[src/rtl/claim_intc.sv]
module claim_intc #(
  parameter int NUM_SRC = 40,
  parameter int PRIO_W  = 3
) (
  input  logic              clk_i,
  input  logic              rst_ni,
  input  logic [NUM_SRC:1]  src_i,
  input  logic              req_valid_i,
  input  logic              req_write_i,
  input  logic [6:0]        req_addr_i,
  input  logic [31:0]       req_wdata_i,
  output logic              rsp_valid_o,
  output logic [31:0]       rsp_rdata_o,
  output logic              irq_o
);
  localparam int NW         = (NUM_SRC + 32) / 32;
  localparam int TOT        = NW * 32;
  localparam int ID_W       = $clog2(NUM_SRC + 1);
  localparam int PEND_BASE  = 64;
  localparam int EN_BASE    = 96;
  localparam int THR_ADDR   = 126;
  localparam int CLAIM_ADDR = 127;

  logic [TOT-1:0]    pend, claimed, en, src_ext, valid_m, clr_vec, cmp_vec;
  logic [PRIO_W-1:0] prio [NUM_SRC:1];
  logic [PRIO_W-1:0] thr, best;
  logic [ID_W-1:0]   win;
  logic [31:0]       rd_mux;
  logic              wr, rd, take, cmp_ok;

  assign src_ext = TOT'({src_i, 1'b0});
  assign valid_m = TOT'({{NUM_SRC{1'b1}}, 1'b0});
  assign wr      = req_valid_i & req_write_i;
  assign rd      = req_valid_i & ~req_write_i;

  always_comb begin
    best = thr;
    win  = '0;
    for (int i = 1; i <= NUM_SRC; i++)
      if (pend[i] && en[i] && prio[i] > best) begin
        best = prio[i];
        win  = ID_W'(i);
      end
  end

  assign irq_o   = (win != '0);
  assign take    = rd && int'(req_addr_i) == CLAIM_ADDR && irq_o;
  assign cmp_ok  = wr && int'(req_addr_i) == CLAIM_ADDR &&
                   req_wdata_i != 32'd0 && req_wdata_i <= 32'(NUM_SRC);
  assign clr_vec = take   ? (TOT'(1) << win) : '0;
  assign cmp_vec = cmp_ok ? (TOT'(1) << req_wdata_i[ID_W-1:0]) : '0;

  always_ff @(posedge clk_i) begin
    if (!rst_ni) begin
      pend    <= '0;
      claimed <= '0;
    end else begin
      pend    <= (pend | (src_ext & ~claimed)) & ~clr_vec & valid_m;
      claimed <= (claimed | clr_vec) & ~cmp_vec;
    end
  end

  always_ff @(posedge clk_i) begin
    if (!rst_ni) begin
      en  <= '0;
      thr <= '0;
      for (int k = 1; k <= NUM_SRC; k++) prio[k] <= '0;
    end else if (wr) begin
      for (int w = 0; w < NW; w++)
        if (int'(req_addr_i) == EN_BASE + w)
          en[w*32 +: 32] <= req_wdata_i & valid_m[w*32 +: 32];
      for (int k = 0; k < NUM_SRC; k++)
        if (int'(req_addr_i) == k) prio[k+1] <= req_wdata_i[PRIO_W-1:0];
      if (int'(req_addr_i) == THR_ADDR) thr <= req_wdata_i[PRIO_W-1:0];
    end
  end

  always_comb begin
    rd_mux = '0;
    for (int k = 0; k < NUM_SRC; k++)
      if (int'(req_addr_i) == k) rd_mux = 32'(prio[k+1]);
    for (int w = 0; w < NW; w++) begin
      if (int'(req_addr_i) == PEND_BASE + w) rd_mux = pend[w*32 +: 32];
      if (int'(req_addr_i) == EN_BASE + w)   rd_mux = en[w*32 +: 32];
    end
    if (int'(req_addr_i) == THR_ADDR)   rd_mux = 32'(thr);
    if (int'(req_addr_i) == CLAIM_ADDR) rd_mux = 32'(win);
  end

  always_ff @(posedge clk_i) begin
    if (!rst_ni) begin
      rsp_valid_o <= 1'b0;
      rsp_rdata_o <= '0;
    end else begin
      rsp_valid_o <= rd;
      rsp_rdata_o <= rd ? rd_mux : '0;
    end
  end

  assert_no_pend_while_claimed_R3: assert property (@(posedge clk_i) disable iff (!rst_ni)
    rst_ni |=> ((pend & ~$past(pend) & $past(claimed)) == '0));

  assert_claim_marks_source_R7: assert property (@(posedge clk_i) disable iff (!rst_ni)
    take |=> (claimed[$past(win)] && !pend[$past(win)]));

  assert_flag_only_by_claim_R8: assert property (@(posedge clk_i) disable iff (!rst_ni)
    rst_ni |=> ((claimed & ~$past(claimed)) == '0 || $past(take)));

  assert_irq_source_live_R5: assert property (@(posedge clk_i) disable iff (!rst_ni)
    irq_o |-> (pend[win] && en[win] && !claimed[win]));

  assert_rsp_after_read_R11: assert property (@(posedge clk_i) disable iff (!rst_ni)
    rst_ni |=> (rsp_valid_o == $past(rd)));
endmodule

[config.mk]
export PLATFORM = sky130hd
export DESIGN_NAME = claim_intc
export DESIGN_NICKNAME = d
export VERILOG_FILES = /design/src/rtl/claim_intc.sv
export SDC_FILE = /design/constraint.sdc
export NUM_CORES = 1
export LEC_CHECK = 0
export BUFFER_PORTS_ARGS = -buffer_cell sky130_fd_sc_hd__buf_2
export CAP_MARGIN = 5
export CELL_PAD_IN_SITES_DETAIL_PLACEMENT = 0
export CELL_PAD_IN_SITES_GLOBAL_PLACEMENT = 1
export CORE_ASPECT_RATIO = 1.2
export CORE_MARGIN = 2
export CORE_UTILIZATION = 47
export DETAILED_ROUTE_END_ITERATION = 8
export PLACE_DENSITY = 0.83
export SKIP_CTS_REPAIR_TIMING = 1
export SLEW_MARGIN = 20
export SYNTH_ARGS = -nofsm -noshare
export SYNTH_HDL_FRONTEND = slang
export SYNTH_SLANG_ARGS = --single-unit
[constraint.sdc]
create_clock -name clk_i -period 87.3 [get_ports clk_i]
set_input_delay 21.825 -clock clk_i [delete_from_list [all_inputs] [get_ports clk_i]]
set_output_delay 21.825 -clock clk_i [all_outputs]
set_load 0.05 [all_outputs]
==> results.md <==
- Top delay family on crit path: compound AO/OA/AOI/OAI gates
- Clock root cell: clkbuf_16
- CTS tree: done
- Worst Path Buf+Inv: 7
- Max_slew headroom: 19.02%
- Global-route wire length before repair: 104600 um
- Die area: 0.04042 mm^2
- Setup WS post-layout: 6.331 ns
- WL met1: 26830 um
- Clk_skew: 0.02620 ns
- Max-cap violations: 0
- Initial Util: 47.33%
- Vias in the first global route: 17406
- Largest fanout on the critical path: 10
- Critical path type: flip-flop to primary output
- Outcome: finished clean
- Crit path required time: 65.47 ns
- Fraction of layout cells with a size suffix above 1: 11.74%
- Clock-pin transition on the worst setup and hold timing paths: 0.06 ns
- Synth cell types: 107
- Post-synthesis sequential area ratio: 36.86%
- Largest family of logic cells by synthesized area: compound AO/OA/AOI/OAI gates
- Std-Cell Rows: 79
- Worst hold-check path type: flip-flop to flip-flop
- Final HPWL DP: 54610 um
- Pin count of the biggest net entering global routing: 88
- Met2 WL: 33570 um
- Mux cell area share after synthesis: 0.8572%
- P&R area growth vs syn: 10.75%
- Post-Syn Area per Cell: 8.099 um^2
- Pleak: 0.007570 uW
- Place WS: 8.028 ns
- Global route overflow: 0
- FILL cells: 3724
- DRT iter0 DRCs: 1884
- Finished Cell Area: 0.02021 mm^2
- Setup TNS: 0 ns
- H-tree levels: 1
- Power Total: 299.8 uW
- Ports: 117
- Synth Area in Compound Gates: 28.29%
- Main synth FF type: dfxtp_1
- Worst-margin pin slew: 1.204 ns
- Worst hold slack: 0.4822 ns
- Vias: 18655
- RSZ-0062 raised after global routing: false
- Max-slew violations: 0
- Post-Synth Simple-Gate Area: 26.98%
- Most common cell in the netlist: nor2_1
- Metal3 WL: 6385 um
- Syn_nets: 2382
- Avg WL per Cell: 24.82 um
- Most instantiated cells after synthesis: 350 x nor2_1, 281 x nand2_1, 156 x dfxtp_1
- R2R setup slack: 28.59 ns
- Std-Cell Core Area: 0.03855 mm^2
- Post-route DRC violation count: 0
- Final setup fails: 0
- Synth warn: 0
- GP Congestion: 0.9731
- Final hold violations: 0
- Async SR Flop Fraction: 0%
- Most frequent CP cell: nor2_1
- Routed vias/inst: 6.590
- Total Routed Length: 70260 um
- CP startpoint kind: flip-flop
- Post-synth top area cell: edfxtp_1
- XOR/XNOR Fraction of Synth Area: 0%
- Top cell type's share of synthesized area: 19.75%
- Arrival time at the worst endpoint: 59.14 ns
- Synth top area cells: edfxtp_1 20%, dfxtp_1 17%, nor2_1 7.2%
- Total GRT Usage: 34.16%
- Die Y: 219.8 um
- Post-Synth Adder-Cell Area: 3.484%
- Synth Instances: 2253
- Die width: 183.9 um
- First drt pass iteration count: 7
- Worst-skew pair later-pin latency: 0.60 ns
- Minimum clock period: 80.97 ns
- Syn Std Cell Area: 0.01825 mm^2
- CTS buffer count: 31
- VDD IR max: 0.01351 mV
- Top sig layer: met4
- Placed Area: 0.01918 mm^2
- Clock Tree Buf Depth: 3
- I/O Buffers: 116
- Fmax: 0.01235 GHz
- Antenna Nets Post-Route: 0
- Initial antenna violation count: 2
- Highest cell delay on the worst timing path: 0.78 ns
- Crit-path slowest cell: a211oi_1
- Final period utilization: 92.75%
- EDFF count, synth: 120
- Post-synthesis register bit count: 276
- Nets: 2446
- PwrDens: 14.84 mW/mm^2
- CTS sink cnt: 276
- Setup crit end kind: primary output
[report_power, final]
group | internal (uW) | total [uW] | switching [uW]
combinational | 7.18 | 21.7 | 14.5
sequential | 139 | 147 | 8.44
clock | 74.0 | 131 | 56.7
total | 220 | 300 | 79.6
[metal layers]
metal,GRT usage (%),vias up
met5,0,-
met4,15.63,0
met3,5.536,202
met2,58.68,932
met1,42.01,8919
li1,-,8602
[state kept, by name, summed over array words and instances (netlist names)]
register / cells
rsp_rdata_o: 32
en: 40
claimed: 40
thr: 3
prio: 120
rsp_valid_o: 1
pend: 40
[kinds of logic (layout without fill, tap and decap cells)]
kind of cell / count (synthesis) / after routing
buffers and inverters: 166 / 255
other: 0 / 3
muxes: 15 / 15
AOI/OAI and AO/OA: 706 / 706
and+or+nand+nor: 1038 / 1038
DFF: 276 / 276
adders and majority gates: 52 / 52
[area by class of cell]
type                    instances  area (um^2)  share of cell area [%]
multi-input cells            1811        10910                   54.01
inverters                      68        255.2                   1.263
well taps                     486        608.1                   3.009
diodes                          3        7.507                 0.03715
repair buffers                129        680.7                   3.368
clock buffers                  44        927.1                   4.588
clock inverters                14        88.84                  0.4396
flip-flops and latches        276         6726                   33.29
[final timing paths]
check | from | endpoint | depth (start not counted)
max | thr[2] | irq_o | 278
min | claimed[2] | claimed[2] | 2
max reg2reg | thr[2] | claimed[9] | 277
min reg2reg | claimed[2] | claimed[2] | 2
[worst reg2reg max path: cells and delay by family (launching register included)]
family	cells	cell delay, ns
AO/OA/AOI/OAI	119	26.32
adder cells (fa/ha/maj)	45	13.22
buffers and inverters	6	0.62
flip-flops	1	0.51
multiplexers	6	1.74
AND/OR/NAND/NOR	101	16.22
[cell usage in the layout, fill, tap and decap left out, types with 14 or more instances in the layout]
cell	Yosys	routed
buf_4	1	14
a211oi_1	16	16
a21o_1	17	17
dfxtp_1	156	156
a21boi_0	48	48
o21ai_0	152	152
or3_1	21	21
and3_1	32	32
a31oi_1	29	29
nor3_1	63	60
nand2_1	281	281
edfxtp_1	120	120
o221a_1	18	18
nor2_1	350	349
ha_1	46	46
o211ai_1	16	16
o22ai_1	18	18
nor2b_1	57	57
nand3_1	79	76
a21oi_1	100	99
and2_1	33	33
o21a_1	16	16
clkbuf_16	0	33
a22oi_1	56	56
a221oi_1	20	20
nor4_1	17	17
nand4_1	22	22
o211a_1	16	16
inv_1	68	68
o221a_2	15	15
o31ai_1	14	14
buf_2	7	115
[through the flow]
stage / util, % / instances
2_1_floorplan: - / 2253
3_3_place_gp: 49.75 / 2770
3_5_place_dp: 49.75 / 2770
4_1_cts: 52.39 / 2828
5_1_grt: 52.40 / 2828
6_report: 52.42 / 2831
(Power assumes the default switching activity.)
